===== config.mk =====
export PLATFORM = sky130hd
export DESIGN_NAME = ata_sector_ctrl
export DESIGN_NICKNAME = d
export VERILOG_FILES = /design/src/rtl/ata_pkg.sv /design/src/rtl/ata_taskfile.sv /design/src/rtl/ata_poll_timer.sv /design/src/rtl/ata_xfer_ctrl.sv /design/src/rtl/ata_sector_ctrl.sv
export SDC_FILE = /design/constraint.sdc
export NUM_CORES = 1
export LEC_CHECK = 0
export ABC_AREA = 1
export BUFFER_PORTS_ARGS = -buffer_cell sky130_fd_sc_hd__buf_2
export CAP_MARGIN = 20
export CORE_ASPECT_RATIO = 1.1
export CORE_MARGIN = 2
export CORE_UTILIZATION = 28
export DETAILED_ROUTE_END_ITERATION = 10
export SYNTH_ARGS = -nofsm -noshare
export SYNTH_HDL_FRONTEND = slang
export SYNTH_SLANG_ARGS = --single-unit

===== constraint.sdc =====
create_clock -name clk -period 2 [get_ports clk]
set_clock_uncertainty 0.2 [all_clocks]
set_input_delay 0 -clock clk [delete_from_list [all_inputs] [get_ports clk]]
set_output_delay 0 -clock clk [all_outputs]
set_load 0.01 [all_outputs]

===== src/rtl/ata_pkg.sv =====
package ata_pkg;
    localparam int DW = 16;

    typedef enum logic [1:0] {
        RES_OK  = 2'd0,
        RES_DEV = 2'd1,
        RES_TMO = 2'd2,
        RES_BAD = 2'd3
    } res_t;

    typedef enum logic [2:0] {
        S_IDLE, S_RDY, S_LOAD, S_DRQ, S_XFER, S_BUSYW, S_ERRR, S_DONE
    } state_t;

    localparam logic [7:0] CMD_RD = 8'h20;
    localparam logic [7:0] CMD_WR = 8'h30;

    localparam int ST_BSY = 7;
    localparam int ST_RDY = 6;
    localparam int ST_DRQ = 3;
    localparam int ST_ERR = 0;

    localparam logic [2:0] A_DATA = 3'd0;
    localparam logic [2:0] A_ERR  = 3'd1;
    localparam logic [2:0] A_SCNT = 3'd2;
    localparam logic [2:0] A_STAT = 3'd7;
    localparam logic [2:0] LAST_STEP = 3'd5;

    typedef struct packed {
        logic [7:0] scnt;
        logic [7:0] snum;
        logic [7:0] cyl_lo;
        logic [7:0] cyl_hi;
        logic [7:0] devhd;
    } tf_t;

    function automatic logic [7:0] tf_pick(tf_t tf, logic [2:0] step, logic is_wr);
        case (step)
            3'd0:    tf_pick = tf.scnt;
            3'd1:    tf_pick = tf.snum;
            3'd2:    tf_pick = tf.cyl_lo;
            3'd3:    tf_pick = tf.cyl_hi;
            3'd4:    tf_pick = tf.devhd;
            default: tf_pick = is_wr ? CMD_WR : CMD_RD;
        endcase
    endfunction
endpackage


===== src/rtl/ata_taskfile.sv =====
module ata_taskfile
    import ata_pkg::*;
(
    input  logic        op_lba,
    input  logic        dev_sel,
    input  logic [15:0] chs_cyl,
    input  logic [7:0]  chs_head,
    input  logic [8:0]  chs_sect,
    input  logic [27:0] lba,
    output tf_t         tf,
    output logic        tf_ok
);
    logic chs_ok;

    always_comb begin
        chs_ok = (chs_sect != 9'd0) && (chs_sect <= 9'd256) &&
                 (chs_head <= 8'd15) && (chs_cyl <= 16'd1023);
        tf_ok  = op_lba || chs_ok;
        tf.scnt = 8'h01;
        if (op_lba) begin
            tf.snum   = lba[7:0];
            tf.cyl_lo = lba[15:8];
            tf.cyl_hi = lba[23:16];
            tf.devhd  = {3'b111, dev_sel, lba[27:24]};
        end else begin
            tf.snum   = chs_sect[7:0];
            tf.cyl_lo = chs_cyl[7:0];
            tf.cyl_hi = {6'b0, chs_cyl[9:8]};
            tf.devhd  = {3'b101, dev_sel, chs_head[3:0]};
        end
    end
endmodule


===== src/rtl/ata_poll_timer.sv =====
module ata_poll_timer #(
    parameter int LIMIT = 100000
) (
    input  logic clk,
    input  logic rst,
    input  logic clr,
    input  logic fail,
    output logic last
);
    localparam int CW = $clog2(LIMIT + 1);
    logic [CW-1:0] cnt;

    always_ff @(posedge clk) begin
        if (rst || clr) cnt <= '0;
        else if (fail)  cnt <= cnt + 1'b1;
    end

    assign last = (cnt == CW'(LIMIT - 1));

    // the loop never counts past its final allowed miss
    a_r11_count_bound: assert property (@(posedge clk) disable iff (rst)
        cnt < CW'(LIMIT));
endmodule


===== src/rtl/ata_xfer_ctrl.sv =====
module ata_xfer_ctrl
    import ata_pkg::*;
#(
    parameter int WORDS = 256
) (
    input  logic          clk,
    input  logic          rst,
    input  logic          start,
    input  logic          op_write,
    input  tf_t           tf_in,
    input  logic          tf_ok,
    input  logic [DW-1:0] wr_data,
    input  logic          wr_valid,
    output logic          wr_ready,
    output logic [DW-1:0] rd_data,
    output logic          rd_valid,
    input  logic          rd_ready,
    output logic          bus_req,
    output logic          bus_we,
    output logic [2:0]    bus_addr,
    output logic [DW-1:0] bus_wdata,
    input  logic          bus_ack,
    input  logic [DW-1:0] bus_rdata,
    output logic          poll_clr,
    output logic          poll_fail,
    input  logic          poll_last,
    output logic          busy,
    output logic          done,
    output logic [1:0]    result,
    output logic [7:0]    err_byte
);
    localparam int WCW = $clog2(WORDS + 1);

    state_t         state;
    logic [2:0]     step;
    logic [WCW-1:0] wcnt;
    tf_t            tf_q;
    logic           is_wr_q;
    res_t           res_q;
    logic [7:0]     err_q;
    logic           cnt_full;
    logic           poll_st;
    logic           exit_ok;
    logic           poll_miss;
    logic [7:0]     st;

    assign st       = bus_rdata[7:0];
    assign cnt_full = (wcnt == WCW'(WORDS));
    assign poll_st  = (state == S_RDY) || (state == S_DRQ) || (state == S_BUSYW);

    always_comb begin
        case (state)
            S_RDY:   exit_ok = !st[ST_BSY] && st[ST_RDY];
            S_DRQ:   exit_ok = !st[ST_BSY] && (st[ST_ERR] || st[ST_DRQ]);
            default: exit_ok = !st[ST_BSY];
        endcase
    end

    assign poll_miss = poll_st && bus_ack && !exit_ok;
    assign poll_fail = poll_miss && !poll_last;
    assign poll_clr  = !poll_st;

    always_comb begin
        bus_req   = 1'b0;
        bus_we    = 1'b0;
        bus_addr  = A_STAT;
        bus_wdata = '0;
        case (state)
            S_RDY, S_DRQ, S_BUSYW: bus_req = 1'b1;
            S_LOAD: begin
                bus_req   = 1'b1;
                bus_we    = 1'b1;
                bus_addr  = A_SCNT + step;
                bus_wdata = {8'h00, tf_pick(tf_q, step, is_wr_q)};
            end
            S_XFER: begin
                bus_addr = A_DATA;
                if (is_wr_q) begin
                    bus_req   = wr_valid && !cnt_full;
                    bus_we    = 1'b1;
                    bus_wdata = wr_data;
                end else begin
                    bus_req = !rd_valid && !cnt_full;
                end
            end
            S_ERRR: begin
                bus_req  = 1'b1;
                bus_addr = A_ERR;
            end
            default: ;
        endcase
    end

    assign wr_ready = (state == S_XFER) && is_wr_q && bus_ack;

    always_ff @(posedge clk) begin
        if (rst) begin
            state    <= S_IDLE;
            step     <= '0;
            wcnt     <= '0;
            tf_q     <= '0;
            is_wr_q  <= 1'b0;
            res_q    <= RES_OK;
            err_q    <= '0;
            rd_valid <= 1'b0;
            rd_data  <= '0;
        end else if (poll_miss && poll_last) begin
            res_q <= RES_TMO;
            state <= S_DONE;
        end else begin
            case (state)
                S_IDLE: if (start) begin
                    tf_q    <= tf_in;
                    is_wr_q <= op_write;
                    err_q   <= '0;
                    if (tf_ok) state <= S_RDY;
                    else begin
                        res_q <= RES_BAD;
                        state <= S_DONE;
                    end
                end
                S_RDY: if (bus_ack && exit_ok) begin
                    step  <= '0;
                    state <= S_LOAD;
                end
                S_LOAD: if (bus_ack) begin
                    if (step == LAST_STEP) state <= S_DRQ;
                    else step <= step + 3'd1;
                end
                S_DRQ: if (bus_ack && exit_ok) begin
                    if (st[ST_ERR]) state <= S_ERRR;
                    else begin
                        wcnt  <= '0;
                        state <= S_XFER;
                    end
                end
                S_XFER: begin
                    if (is_wr_q) begin
                        if (bus_ack) begin
                            wcnt <= wcnt + 1'b1;
                            if (wcnt == WCW'(WORDS - 1)) state <= S_BUSYW;
                        end
                    end else if (bus_ack) begin
                        rd_data  <= bus_rdata;
                        rd_valid <= 1'b1;
                        wcnt     <= wcnt + 1'b1;
                    end else if (rd_valid && rd_ready) begin
                        rd_valid <= 1'b0;
                        if (cnt_full) begin
                            res_q <= RES_OK;
                            state <= S_DONE;
                        end
                    end
                end
                S_BUSYW: if (bus_ack && exit_ok) begin
                    if (st[ST_ERR]) state <= S_ERRR;
                    else begin
                        res_q <= RES_OK;
                        state <= S_DONE;
                    end
                end
                S_ERRR: if (bus_ack) begin
                    err_q <= bus_rdata[7:0];
                    res_q <= RES_DEV;
                    state <= S_DONE;
                end
                default: state <= S_IDLE;
            endcase
        end
    end

    assign done     = (state == S_DONE);
    assign busy     = (state != S_IDLE);
    assign result   = res_q;
    assign err_byte = err_q;

    // a malformed request finishes at once with no bus request
    a_r1_reject_quiet: assert property (@(posedge clk) disable iff (rst)
        (state == S_IDLE && start && !tf_ok) |=> (done && !bus_req && result == RES_BAD));
    // a pending access keeps its address and direction
    a_r3_req_hold: assert property (@(posedge clk) disable iff (rst)
        (bus_req && !bus_ack) |=> (bus_req && $stable(bus_addr) && $stable(bus_we)));
    // head/device byte always carries the fixed outer bits
    a_r5_devhd_frame: assert property (@(posedge clk) disable iff (rst)
        (state == S_LOAD) |-> (tf_q.devhd[7] && tf_q.devhd[5]));
    // a presented read word stays until accepted
    a_r8_rd_hold: assert property (@(posedge clk) disable iff (rst)
        (rd_valid && !rd_ready) |=> (rd_valid && $stable(rd_data)));
    // never more than WORDS data accesses
    a_r8_word_bound: assert property (@(posedge clk) disable iff (rst)
        wcnt <= WCW'(WORDS));
    // timeout ends the operation with no further access
    a_r11_timeout_ends: assert property (@(posedge clk) disable iff (rst)
        (poll_miss && poll_last) |=> (done && !bus_req && result == RES_TMO));
    // completion is a single-cycle pulse
    a_r12_done_pulse: assert property (@(posedge clk) disable iff (rst)
        done |=> !done);
endmodule


===== src/rtl/ata_sector_ctrl.sv =====
module ata_sector_ctrl
    import ata_pkg::*;
#(
    parameter int WORDS      = 256,
    parameter int POLL_LIMIT = 100000
) (
    input  logic        clk,
    input  logic        rst,
    input  logic        start,
    input  logic        op_write,
    input  logic        op_lba,
    input  logic        dev_sel,
    input  logic [15:0] chs_cyl,
    input  logic [7:0]  chs_head,
    input  logic [8:0]  chs_sect,
    input  logic [27:0] lba,
    input  logic [15:0] wr_data,
    input  logic        wr_valid,
    output logic        wr_ready,
    output logic [15:0] rd_data,
    output logic        rd_valid,
    input  logic        rd_ready,
    output logic        bus_req,
    output logic        bus_we,
    output logic [2:0]  bus_addr,
    output logic [15:0] bus_wdata,
    input  logic        bus_ack,
    input  logic [15:0] bus_rdata,
    output logic        busy,
    output logic        done,
    output logic [1:0]  result,
    output logic [7:0]  err_byte
);
    tf_t  tf;
    logic tf_ok;
    logic poll_clr, poll_fail, poll_last;

    ata_taskfile u_tf (
        .op_lba  (op_lba),
        .dev_sel (dev_sel),
        .chs_cyl (chs_cyl),
        .chs_head(chs_head),
        .chs_sect(chs_sect),
        .lba     (lba),
        .tf      (tf),
        .tf_ok   (tf_ok)
    );

    ata_poll_timer #(.LIMIT(POLL_LIMIT)) u_timer (
        .clk (clk),
        .rst (rst),
        .clr (poll_clr),
        .fail(poll_fail),
        .last(poll_last)
    );

    ata_xfer_ctrl #(.WORDS(WORDS)) u_ctrl (
        .clk      (clk),
        .rst      (rst),
        .start    (start),
        .op_write (op_write),
        .tf_in    (tf),
        .tf_ok    (tf_ok),
        .wr_data  (wr_data),
        .wr_valid (wr_valid),
        .wr_ready (wr_ready),
        .rd_data  (rd_data),
        .rd_valid (rd_valid),
        .rd_ready (rd_ready),
        .bus_req  (bus_req),
        .bus_we   (bus_we),
        .bus_addr (bus_addr),
        .bus_wdata(bus_wdata),
        .bus_ack  (bus_ack),
        .bus_rdata(bus_rdata),
        .poll_clr (poll_clr),
        .poll_fail(poll_fail),
        .poll_last(poll_last),
        .busy     (busy),
        .done     (done),
        .result   (result),
        .err_byte (err_byte)
    );
endmodule


Word level (Yosys, flattened, before mapping)
Cells that the tools add are included.
W data, S select, Z words.

word-level totals
  register bits = 93
  word-level logic and storage cells = 172

cells by class
  mux-type cells = 53
  order comparisons = 3
  eq/ne operators = 48
  bitwise logic cells = 2
  add/subtract/negate cells = 4
  reductions and logical operators = 47

operators by type and width
  operator                 count
  $mux W3                  18
  $pmux W8 S5              1
  $mux W32                 1
  $pmux W16 S2             1
  $ne A2 B2 Y1 const B     14
  $mux W9                  3
  $mux W2                  11
  $ne A3 B3 Y1 const B     7
  $pmux W3 S7              1
  $reduce_and A10 Y1       2
  $eq A3 B3 Y1 const B     6
  $pmux W9 S2              1
  $add A17 B1 Y17 const B  1
  $eq A17 B17 Y1 const B   1
  $le A16 B10 Y1 const B   1
  $mux W16                 1
  $mux W8                  2
  $pmux W8 S2              1
  $logic_and A1 B1 Y1      15
  $ne A3 B2 Y1 const B     5
  $eq A3 B2 Y1 const B     4
  $ne A4 B4 Y1 const B     3
  $reduce_and A12 Y1       1
  $reduce_and A4 Y1        3
  30 further kinds         53

Logic depth before layout (Yosys ltp)
Gate-level depths: netlist of the first run.

  depth after elaboration = 9
  mapped depth = 14
  gate-level depth less buffers = 14

By module
Synthesis of the first run repeated with hierarchy kept, for this count alone.

second synthesis, totals
  cell total of the unflattened synthesis = 825
  area, all modules = 5494.0 µm²

modules (own cells, without submodules)
  module          area an instance (µm²)  instances  seq. area each (µm²)  cells each
  ata_xfer_ctrl   4097.7                  1          1661.6                576
  ata_poll_timer  878.3                   1          340.3                 131
  ata_taskfile    518.0                   1          0.0                   118

Worst setup path before layout of the first run
OpenSTA, ideal clock, no wires.

  path type = reg2reg
  start point = register u_ctrl.wcnt[0]
  end point = register u_ctrl.state[0]
  period minus slack after synthesis = 1.900 ns
  setup slack = 0.100 ns
  data required time = 1.687 ns
  arrival time = 1.587 ns
  path buffers = 0
  cell stages (with the launch flop) = 14
  cell sequence = dfxtp_1 > ha_1 > nand2_1 > nor3_1 > nand2_1 > nor2_1 > ha_1 > nor2_1 > nor3_1 > nand2_1 > nand2_1 > nand3_2 > nor2_1 > nor2_1

on the way
  cells in the longest elaborated chain, start to end = 3
  elaborated cells on any way between the ends = 5

RTL lines
  what                                                    line                                       source
  start: declaration                                      ata_xfer_ctrl.sv:36                        logic [WCW-1:0] wcnt;
  start signal: assignment                                ata_xfer_ctrl.sv:140                       wcnt <= wcnt + 1'b1;
  start signal: assignment                                ata_xfer_ctrl.sv:146                       wcnt <= wcnt + 1'b1;
  $eq A9 B8 Y1 or $eq A9 B9 Y1 (tied branches)            ata_xfer_ctrl.sv:141, ata_xfer_ctrl.sv:48
  $ne A4 B4 Y1 (no line) or $ne A4 B3 Y1 (tied branches)  -
  $reduce_and A12 Y1 (no line) *                          -
  end signal: assignment                                  ata_xfer_ctrl.sv:141                       if (wcnt == WCW'(WORDS - 1)) state <= S_BUSYW;
  end signal: assignment                                  ata_xfer_ctrl.sv:151                       state <= S_DONE;
  end signal: assignment                                  ata_xfer_ctrl.sv:156                       if (st[ST_ERR]) state <= S_ERRR;
  end: declaration                                        ata_xfer_ctrl.sv:34                        state_t state;

Every way passes the cells marked *; elsewhere a longest branch is shown, timed or not.
A chain may end at the register's enable or synchronous reset.

Worst setup path after layout of the first run
  start point = register u_ctrl.step[1]
  end point = output port bus_wdata[5]

on the way
  cells in the longest elaborated chain, start to end = 3
  elaborated cells on any way between the ends = 7

RTL lines
  what                                  line                   source
  start: declaration                    ata_xfer_ctrl.sv:35    logic [2:0] step;
  start signal: assignment              ata_xfer_ctrl.sv:128   else step <= step + 3'd1;
  $eq A3 B3 Y1 (tied with other cells)  ata_pkg.sv:38          case (step)
  $pmux W8 S5 *                         ata_pkg.sv:38
  $pmux W16 S2 *                        ata_xfer_ctrl.sv:68    case (state)
  end: declaration                      ata_sector_ctrl.sv:26  output logic [15:0] bus_wdata,

Marks and branches as above.

==> flow_summary.ini, run 1 <==
[setup_path]
cpPeakStageDelay_ns = 0.39
critPathTopFamily = flip-flops
crit_required_ns = 1.80
slowest_stage = dfxtp_2
path_cells = inv_2 -> ha_2 -> nand2_4 -> nor2_1 -> nor3_1 -> a21oi_1 -> a31o_2 -> buf_2
worstPathBufferInverterCount = 2
critPathLaunchType = flop
critPathMaxFanout = 5
rr_startpoint = u_ctrl.wcnt[0]$_SDFFE_PP0P_
endpoint_kind = primary output
setup.worst_path.class = reg2out
startpoint = u_ctrl.step[1]$_SDFFE_PP0P_
cp.arrival_ns = 1.85

[min_path]
hp-start = wr_data[11]
hp-class = in2out

[final_layout]
final_nets = 1109
nFillCells = 1759
n_antenna_cell = 0
post-route-util = 0.445
seq_area_sq_mm = 0.00184
multiInputGateArea_sq_mm = 0.00286
final_design_area_no_fill_sq_mm = 0.00757
drive_gt1_frac = 0.309
synthToLayoutAreaGrowth_pct = 55.3
instances_no_fill = 1237

[die]
core_area_sq_mm = 0.0170
initial_core_util = 0.287
die-height_um = 142
die_x_um = 130
die-area_sq_mm = 0.0185
num_rows = 50
io_pins = 153

[timing]
setup_viol = 4
tightest_slew_ns = 0.434
period_needed_ns = 2.05
slew_headroom = 0.708
max_freq_ghz = 0.487
setup_ws_ns = -0.0519
setup_tns_ns = -0.0671
maxSlewViolCount = 0
fin_crit_sh = 1.03
hold_viol_final = 0
rsz0062_at_grt = true

[global_routing]
gr-usage-all-layers = 0.181
grt_overflow = 0
antenna_found_initial = 0
grt_first_pass_wirelength_um = 26900
grt_max_degree = 32
grt_pass1_vias = 5691

[synth]
synth-edff-count = 0
ys_ff_latch = 91
syn-cell-area_sq_mm = 0.00488
seq_area_frac_synth = 0.374
synthTopCellsByArea = dfxtp_1, nand2_1, nor2_1
syn_nets = 841
synth_top_area_frac = 0.374
synthArstFlopShare = 0
yosys.cell_types.count = 42
synthFlopType = dfxtp_1
yosysTopAreaCell = dfxtp_1
yosysWarnings = 0
synth_common_cells = nand2_1, dfxtp_1, nor2_1
syn_area_per_cell_sq_um = 6.68
yosysMostFrequentCell = nand2_1
syn_inst = 730

[routing]
drt_first_pass_iters = 5
drc = 0
vias = 5876
viasPerCell = 4.75
drt_iter0_markers = 328
drt-wirelength-per-cell_um = 13.7
ant_nets = 0
drt_wl_total_um = 16900

[pwr]
power_density_mw_per_mm2 = 875
power_frac_comb = 0.398
p_sw_frac = 0.389
clkPwrFrac = 0.255
leakage_nw = 3.25
intPower_mw = 4.05
power_frac_seq = 0.347
p_switching_mw = 2.58
ir_worst_vdd_mv = 0.602

[clocking]
htreeDepth = 3
numCtsBuffers = 9
clk_path_buf_depth = 2
clk_pin_slew_ns = 0.07
clk-insertion-delay-late_ns = 0.35
tritoncts = built
cts-root-buf = clkbuf_16
cts_sinks = 91

[place]
hpwl_um = 12000
io_buffers = 152
gp_congestion = 0.924
placed_cell_area_sq_mm = 0.00624
placedCellCount = 1141

[outcome]
violations = setup timing
status = complete, but fails checks

[run]
max-cap-violations = 0
==> area by class of cell <==
class                      count  share of cell area
clock buffer                   9              0.0297
timing repair buffer         289               0.265
sequential                    91               0.243
multi-input combinational    536               0.378
clock inverter                 7             0.00908
tap                          234              0.0387
inverter                      71              0.0367
==> state kept, by name, indices dropped and copies added, names as in the netlist <==
signal,cells
u_ctrl.result,2
u_ctrl.tf_q,31
u_ctrl.wcnt,9
u_ctrl.step,3
u_ctrl.err_byte,8
u_timer.cnt,17
u_ctrl.rd_valid,1
u_ctrl.is_wr_q,1
u_ctrl.rd_data,16
u_ctrl.state,3
==> per-layer routing <==
| layer | share of wire | wire length [um] | GRT usage | up-vias |
|---|---|---|---|---|
| met5 | 0 | 0 | 0 | - |
| met4 | 0.034 | 578 | 0.0855 | 0 |
| met3 | 0.041 | 700 | 0.0308 | 46 |
| met2 | 0.50 | 8480 | 0.312 | 159 |
| met1 | 0.42 | 7160 | 0.217 | 2705 |
| li1 | - | - | - | 2966 |
==> repair_timing <==
| action | in CTS | in global routing |
|---|---|---|
| hold buffers | 74 | 0 |
| buffers inserted | 4 | 2 |
| endpoints found under the hold margin | 62 | 0 |
| pin swaps | 1 | 14 |
| endpoints found under the setup margin | 13 | 49 |
| gates resized for setup | 32 | 50 |
==> cells by family after synthesis <==
family,Yosys count,synth area share
fa+ha+maj,9,0.0231
flops,91,0.374
compound gates,155,0.176
xor+xnor,17,0.0305
buf+inv,103,0.0849
simple gates,355,0.312
==> power by group through the flow <==
stage	Sequential [mW]	Clock [mW]	Combinational, mW
finish	2.30	1.69	2.64
global route	2.33	1.79	2.92
CTS	2.28	1.73	2.50
detailed placement	2.30	0	2.34
global placement	2.30	0	2.34
floorplan	2.28	0	1.39
==> worst reg2reg max path: stages (launching register included) <==
cell and delay (ns):
dfxtp_2 0.36, ha_4 0.14, nand2_2 0.06, nor3_2 0.14, nand2_1 0.09, nor2_2 0.08, ha_2 0.16, nor2_1 0.04
nor3_1 0.13, nand2_1 0.09, nand2_2 0.09, nand3_4 0.12, nand2_2 0.08, nand2_1 0.05, nor2_1 0.09
==> placed cells by master (no fill, tap or decap), types with 3 or more instances in the layout <==
cell and count:
ha_4 5, inv_2 10, buf_4 59, o22ai_2 3, inv_8 4, ha_2 3, clkinv_4 3, nor2_1 86
nand2_4 3, nand4_1 11, nor3_2 5, a21oi_1 48, nand2_1 155, o21ai_0 50, nand2_2 10, nand3_1 53
xor2_1 14, clkbuf_16 9, xnor2_1 3, dfxtp_1 80, a31oi_1 22, o21ai_1 12, nor4_1 4, a21oi_2 3
a221oi_2 3, dfxtp_2 9, inv_1 58, buf_2 152, dlygate4sd3_1 74, nor2_2 6, nor3_1 13, o21ai_2 3
nor2_4 3
==> through the flow <==
step | setup slack (ns) | power, mW | hold slack [ns]
finish | -0.0519 | 6.63 | 0.109
global route | -0.182 | 7.04 | 0.117
CTS | -0.0675 | 6.51 | 0.109
detailed placement | -0.0584 | 4.64 | 0.0324
global placement | -0.0146 | 4.63 | 0.0251
floorplan | 0.0998 | 3.67 | -0.0972
==> path summary, 6_finish.rpt <==
kind / endpoint / slack, ns / depth (start not counted)
max: bus_wdata[5] / -0.05 / 8
min: bus_wdata[11] / 0.11 / 4
max reg2reg: u_ctrl.state[2]$_SDFFE_PP0P_ / 0.01 / 14
min reg2reg: u_ctrl.err_byte[5]$_SDFFE_PP0P_ / 0.26 / 2
Power figures use the tool's default switching activity.
==> run 2: changes to the inputs <==
--- a/config.mk
+++ b/config.mk
@@ -12,6 +12,7 @@
 export CORE_MARGIN = 2
 export CORE_UTILIZATION = 28
 export DETAILED_ROUTE_END_ITERATION = 10
+export PLACE_DENSITY_LB_ADDON = 0.15
 export SYNTH_ARGS = -nofsm -noshare
 export SYNTH_HDL_FRONTEND = slang
 export SYNTH_SLANG_ARGS = --single-unit
==> run 2 against run 1 <==
The flow still finishes with violations (setup timing). Clock power is essentially flat. Fmax shrank 4.3%. Combinational power grew 7%. Routed wire length grew 1.4%. Via count shrank 3.1%. Worst hold slack lost 0.0011 ns. Core utilization grew 1.7 points. Global-route usage grew 0.38 points. First-iteration DRC count shrank 20%. Final cell count grew 0.81%. Flip-flop and latch count is the same. Die area is the same. Largest power group unchanged.
==> flow_summary.ini, run 2 (synthesis results as in run 1) <==
[outcome]
status = complete, but fails checks
violations = setup timing

[global_routing]
grt_overflow = 0
grt_first_pass_wirelength_um = 27300
gr-usage-all-layers = 0.185
antenna_found_initial = 1
grt_max_degree = 30
grt_pass1_vias = 5597

[pwr]
fin_total_pwr_mw = 6.84
leakage_nw = 3.41
ir_worst_vdd_mv = 0.549
power_density_mw_per_mm2 = 869

[routing]
viasPerCell = 4.57
ant_nets = 0
dr_wl_met2_um = 8180
vias = 5694
wl_met1_um = 7820
wl_met3_um = 770
dr.max_layer_used = met4
drt_iter0_markers = 264
drt-wirelength-per-cell_um = 13.7
drc = 0
drt_wl_total_um = 17100
drt_first_pass_iters = 4

[setup_path]
r2r-end = u_ctrl.state[1]$_SDFFE_PP0P_
path_cells = ha_4 -> ha_4 -> buf_12 -> clkinv_8 -> o22ai_4 -> a311oi_4 -> o21ai_1 -> buf_2
slowest_stage = dfxtp_4
r2r_slack_ns = -0.07
cp.arrival_ns = 1.94
rr_startpoint = u_ctrl.wcnt[0]$_SDFFE_PP0P_
r2r_cells = 13
cpPeakStageDelay_ns = 0.37
critPathTopFamily = compound AO/OA/AOI/OAI gates
cpMostUsedCell = ha_4
crit_required_ns = 1.80
critPathLaunchType = flop
critPathMaxFanout = 6
crit_cells = 8
setup.worst_path.class = reg2out
endpoint_kind = primary output
worstPathBufferInverterCount = 3

[timing]
period_needed_ns = 2.14
setup_ws_ns = -0.143
rsz0062_at_grt = true
fin_crit_sh = 1.07
slew_headroom = 0.688
hold_viol_final = 0
tightest_slew_ns = 0.463
setup_tns_ns = -0.595
setup_viol = 8
max_freq_ghz = 0.467
maxSlewViolCount = 0

[min_path]
hold_path_end = bus_wdata[13]
hp-class = in2out
hp-start = wr_data[13]
whs_path_depth = 4

[clocking]
htreeDepth = 3
clk-insertion-delay-late_ns = 0.35
tritoncts = built
clk_pin_slew_ns = 0.07
numCtsBuffers = 9
clk_path_buf_depth = 2
cts-root-buf = clkbuf_16
cts_sinks = 91

[die]
core_area_sq_mm = 0.0170
die-height_um = 142
io_pins = 153
initial_core_util = 0.287
num_rows = 50
die_x_um = 130
die-area_sq_mm = 0.0185

[final_layout]
final_common_cell = buf_2
top_register = u_ctrl.tf_q
largest_register_ffs = 31
nFillCells = 1735
synthToLayoutAreaGrowth_pct = 61.3
drive_gt1_frac = 0.329
top_regs = u_ctrl.tf_q x31, u_timer.cnt x17, u_ctrl.rd_data x16
final_nets = 1119
layout_common_cells = buf_2, nand2_1, nor2_1

[place]
gp_congestion = 0.881
hpwl_um = 12300
io_buffers = 152

[run]
max-cap-violations = 0
[run 2: final cells by class]
cell class / instances / area, sq um / area share
multi-input cells: 537 / 3030 / 0.386
repair buffers: 298 / 2110 / 0.268
flip-flops and latches: 91 / 1840 / 0.234
inverters: 71 / 303 / 0.0385
well taps: 234 / 293 / 0.0372
clock buffers: 12 / 267 / 0.0339
clock inverters: 3 / 21.3 / 0.00270
diodes: 1 / 2.50 / 0.000318
[run 2: where the power goes]
| part | internal (mW) | total, mW | switching [mW] |
|---|---|---|---|
| Clock | 0.941 | 1.69 | 0.746 |
| Sequential | 2.11 | 2.33 | 0.224 |
| Combinational | 1.18 | 2.82 | 1.64 |
[run 2: worst max path at each step]
stage / from / to / slack [ns]
after CTS: u_ctrl.step[1]$_SDFFE_PP0P_ / bus_wdata[5] / -0.09
after floorplan: u_ctrl.wcnt[0]$_SDFFE_PP0P_ / u_ctrl.state[0]$_SDFFE_PP0P_ / 0.1
after global placement: u_ctrl.wcnt[0]$_SDFFE_PP0P_ / u_ctrl.state[2]$_SDFFE_PP0P_ / -0.04
after detailed placement: u_ctrl.wcnt[1]$_SDFFE_PP0P_ / u_ctrl.state[2]$_SDFFE_PP0P_ / -0.09
after global routing: u_ctrl.wcnt[0]$_SDFFE_PP0P_ / u_ctrl.state[2]$_SDFFE_PP0P_ / -0.22
final: u_ctrl.step[1]$_SDFFE_PP0P_ / bus_wdata[0] / -0.14
[run 2: per-layer routing]
layer,global-route usage,up-vias
met3,0.0338,25
met5,0,-
li1,-,2993
met4,0.0623,0
met1,0.235,2515
met2,0.313,161
[run 2: timing repair]
action	4_1_cts	5_1_grt
setup buffers	2	4
hold endpoints to repair	65	0
hold buffers	76	0
endpoints found under the setup margin	16	80
pin swaps	9	30
resized for setup	49	84
gates cloned	0	1
[run 2: worst min-delay path, stage by stage]
cell and delay (ns):
buf_2 0.09, nand2_1 0.05, nor2_1 0.04, buf_2 0.13
[run 2: through the flow]
stage | cell area [sq um] | setup WS, ns | hold WS [ns] | cells | util
2_1_floorplan | 4880 | 0.0998 | -0.0972 | 730 | -
4_1_cts | 7500 | -0.0911 | 0.110 | 1241 | 0.441
6_report | 7870 | -0.143 | 0.108 | 1247 | 0.462
5_1_grt | 7870 | -0.218 | 0.124 | 1247 | 0.462
3_3_place_gp | 6290 | -0.0399 | 0.0239 | 1148 | 0.370
3_5_place_dp | 6290 | -0.0932 | 0.0295 | 1148 | 0.370
==> run 3: changes to the inputs <==
--- a/config.mk
+++ b/config.mk
@@ -13,6 +13,8 @@
 export CORE_UTILIZATION = 28
 export DETAILED_ROUTE_END_ITERATION = 10
 export PLACE_DENSITY_LB_ADDON = 0.15
+export REMOVE_ABC_BUFFERS = 1
+export SLEW_MARGIN = 20
 export SYNTH_ARGS = -nofsm -noshare
 export SYNTH_HDL_FRONTEND = slang
 export SYNTH_SLANG_ARGS = --single-unit
==> constraint.sdc (replaced) <==
create_clock -name clk -period 2 [get_ports clk]
set_clock_uncertainty 0.2 [all_clocks]
set_input_delay 0.1 -clock clk [delete_from_list [all_inputs] [get_ports clk]]
set_output_delay 0.1 -clock clk [all_outputs]
set_load 0.01 [all_outputs]
==> run 3 against run 2 <==
The run still ends with setup timing left. Setup slack gained 0.034 ns. Routed wire length grew 0.46%. Final cell count shrank 0.40%. Worst hold slack lost 0.052 ns. Critical path depth is the same. Global-route usage grew 0.27 points. Fmax grew 1.6%. Highest routed layer unchanged. Power grew 1.7%.
==> flow_summary.ini, run 3 (synthesis results as in run 1) <==
[outcome]
status = complete, but fails checks
violations = setup timing

[routing]
ant_nets = 0
vias = 5734
drc = 0
viasPerCell = 4.62
drt_wl_total_um = 17200
drt-wirelength-per-cell_um = 13.9
drt_first_pass_iters = 4
drt_iter0_markers = 220

[pwr]
intPower_mw = 4.32
leakage_nw = 3.35
power_frac_comb = 0.399
fin_total_pwr_mw = 6.95
power_frac_seq = 0.334
ir_worst_vdd_mv = 0.484
p_switching_mw = 2.64
clkPwrFrac = 0.267
power_density_mw_per_mm2 = 891
p_sw_frac = 0.379

[timing]
rsz0062_at_grt = true
setup_viol = 6
fin_crit_sh = 1.05
fin_hold_ws_ns = 0.0560
max_freq_ghz = 0.474
slew_headroom = 0.744
tightest_slew_ns = 0.381
hold_viol_final = 0
setup_ws_ns = -0.109
maxSlewViolCount = 0
period_needed_ns = 2.11

[final_layout]
top_regs = u_ctrl.tf_q x31, u_timer.cnt x17, u_ctrl.rd_data x16
largest_register_ffs = 31
post-route-util = 0.459
drive_gt1_frac = 0.336
layout_common_cells = nand2_1, buf_2, nor2_1
top_register = u_ctrl.tf_q
n_antenna_cell = 0
final_nets = 1114
synthToLayoutAreaGrowth_pct = 60.1

[die]
initial_core_util = 0.287
num_rows = 50
io_pins = 153
die-area_sq_mm = 0.0185
core_area_sq_mm = 0.0170
die_x_um = 130
die-height_um = 142

[global_routing]
grt_max_degree = 30
antenna_found_initial = 0
grt_first_pass_wirelength_um = 27600
grt_pass1_vias = 5686
gr-usage-all-layers = 0.187
grt_overflow = 0

[place]
gp_congestion = 0.868
io_buffers = 152
hpwl_um = 12100

[setup_path]
critPathMaxFanout = 8
crit_required_ns = 1.70
worstPathBufferInverterCount = 1
endpoint_kind = primary output
cpPeakStageDelay_ns = 0.38
critPathLaunchType = flop
cp.arrival_ns = 1.81
path_cells = ha_4 -> ha_4 -> nor2_1 -> nand3_1 -> o211ai_1 -> o21ai_1 -> o21ai_1 -> buf_2
slowest_stage = dfxtp_4
critPathTopFamily = flip-flops
setup.worst_path.class = reg2out

[clocking]
clk_path_buf_depth = 2
clk-insertion-delay-late_ns = 0.35
clk_pin_slew_ns = 0.07
cts-root-buf = clkbuf_16
numCtsBuffers = 9
tritoncts = built
htreeDepth = 3
cts_sinks = 91

[min_path]
hp-class = in2reg

[run]
max-cap-violations = 0
[run 3: cell count changes in the layout (fill, tap and decap cells not counted), moves of 3 or more]
cell,previous run,this run
nand2_2,12,15
nor2_2,10,5
buf_6,5,11
o21ai_4,3,0
inv_6,2,5
buf_2,151,148
nor2_4,2,5
dlygate4sd3_1,76,68
inv_4,4,8
nand2_4,7,4
nor3_2,4,8
nor3_1,13,10
[run 3: routing by layer]
layer,track usage,wire length [um],share of wire
met2,0.343,9140,0.53
met5,0,0,0
met1,0.219,7300,0.42
met4,0.0515,245,0.014
met3,0.0391,544,0.032
[run 3: final timing paths]
path,from,end,slack (ns),cells after the start
hold / removal,bus_rdata[0],u_ctrl.rd_data[0]$_SDFFE_PP0P_,0.06,3
setup reg to reg,u_ctrl.wcnt[0]$_SDFFE_PP0P_,u_ctrl.state[0]$_SDFFE_PP0P_,-0.01,14
hold reg to reg,u_ctrl.err_byte[1]$_SDFFE_PP0P_,u_ctrl.err_byte[1]$_SDFFE_PP0P_,0.27,2
setup / recovery,u_ctrl.step[0]$_SDFFE_PP0P_,bus_wdata[4],-0.11,8
[run 3: cell type report]
cell class	count	area, sq um
Clock buffer	10	239
Fill cell	1768	9210
Timing Repair inverter	2	25.0
Tap cell	234	293
Sequential cell	91	1850
Clock inverter	6	76.3
Multi-Input combinational cell	536	2980
Inverter	71	299
Timing Repair Buffer	292	2050
[run 3: repair_timing]
action	4_1_cts	5_1_grt
resized for setup	66	71
pin swaps	19	30
setup endpoints to repair	32	59
gates cloned	0	2
endpoints found under the hold margin	58	0
buffers inserted	4	14
hold buffers	69	0
[run 3: stage by stage]
| step | TNS, ns | cell area [sq um] | instances | setup WS [ns] |
|---|---|---|---|---|
| 6_report | -0.378 | 7810 | 1242 | -0.109 |
| 4_1_cts | -0.437 | 7460 | 1230 | -0.105 |
| 3_3_place_gp | -0.259 | 6230 | 1141 | -0.0807 |
| 3_5_place_dp | -0.553 | 6230 | 1141 | -0.170 |
| 5_1_grt | -2.25 | 7810 | 1242 | -0.241 |
| 2_1_floorplan | -17.86 | 4730 | 698 | -0.613 |
[run 3: tightest hold or removal path, cell delays in order]
cell            delay (ns)
dlymetal6s4s_1        0.30
inv_2                 0.10
a21oi_1               0.06
[run 3: power by group through the flow]
stage / registers (mW) / logic (mW) / clock network [mW]
after global routing: 2.36 / 3.06 / 1.99
final: 2.33 / 2.77 / 1.85
after CTS: 2.30 / 2.58 / 1.91
after global placement: 2.31 / 2.32 / 0
after detailed placement: 2.31 / 2.31 / 0
after floorplan: 2.33 / 1.24 / 0
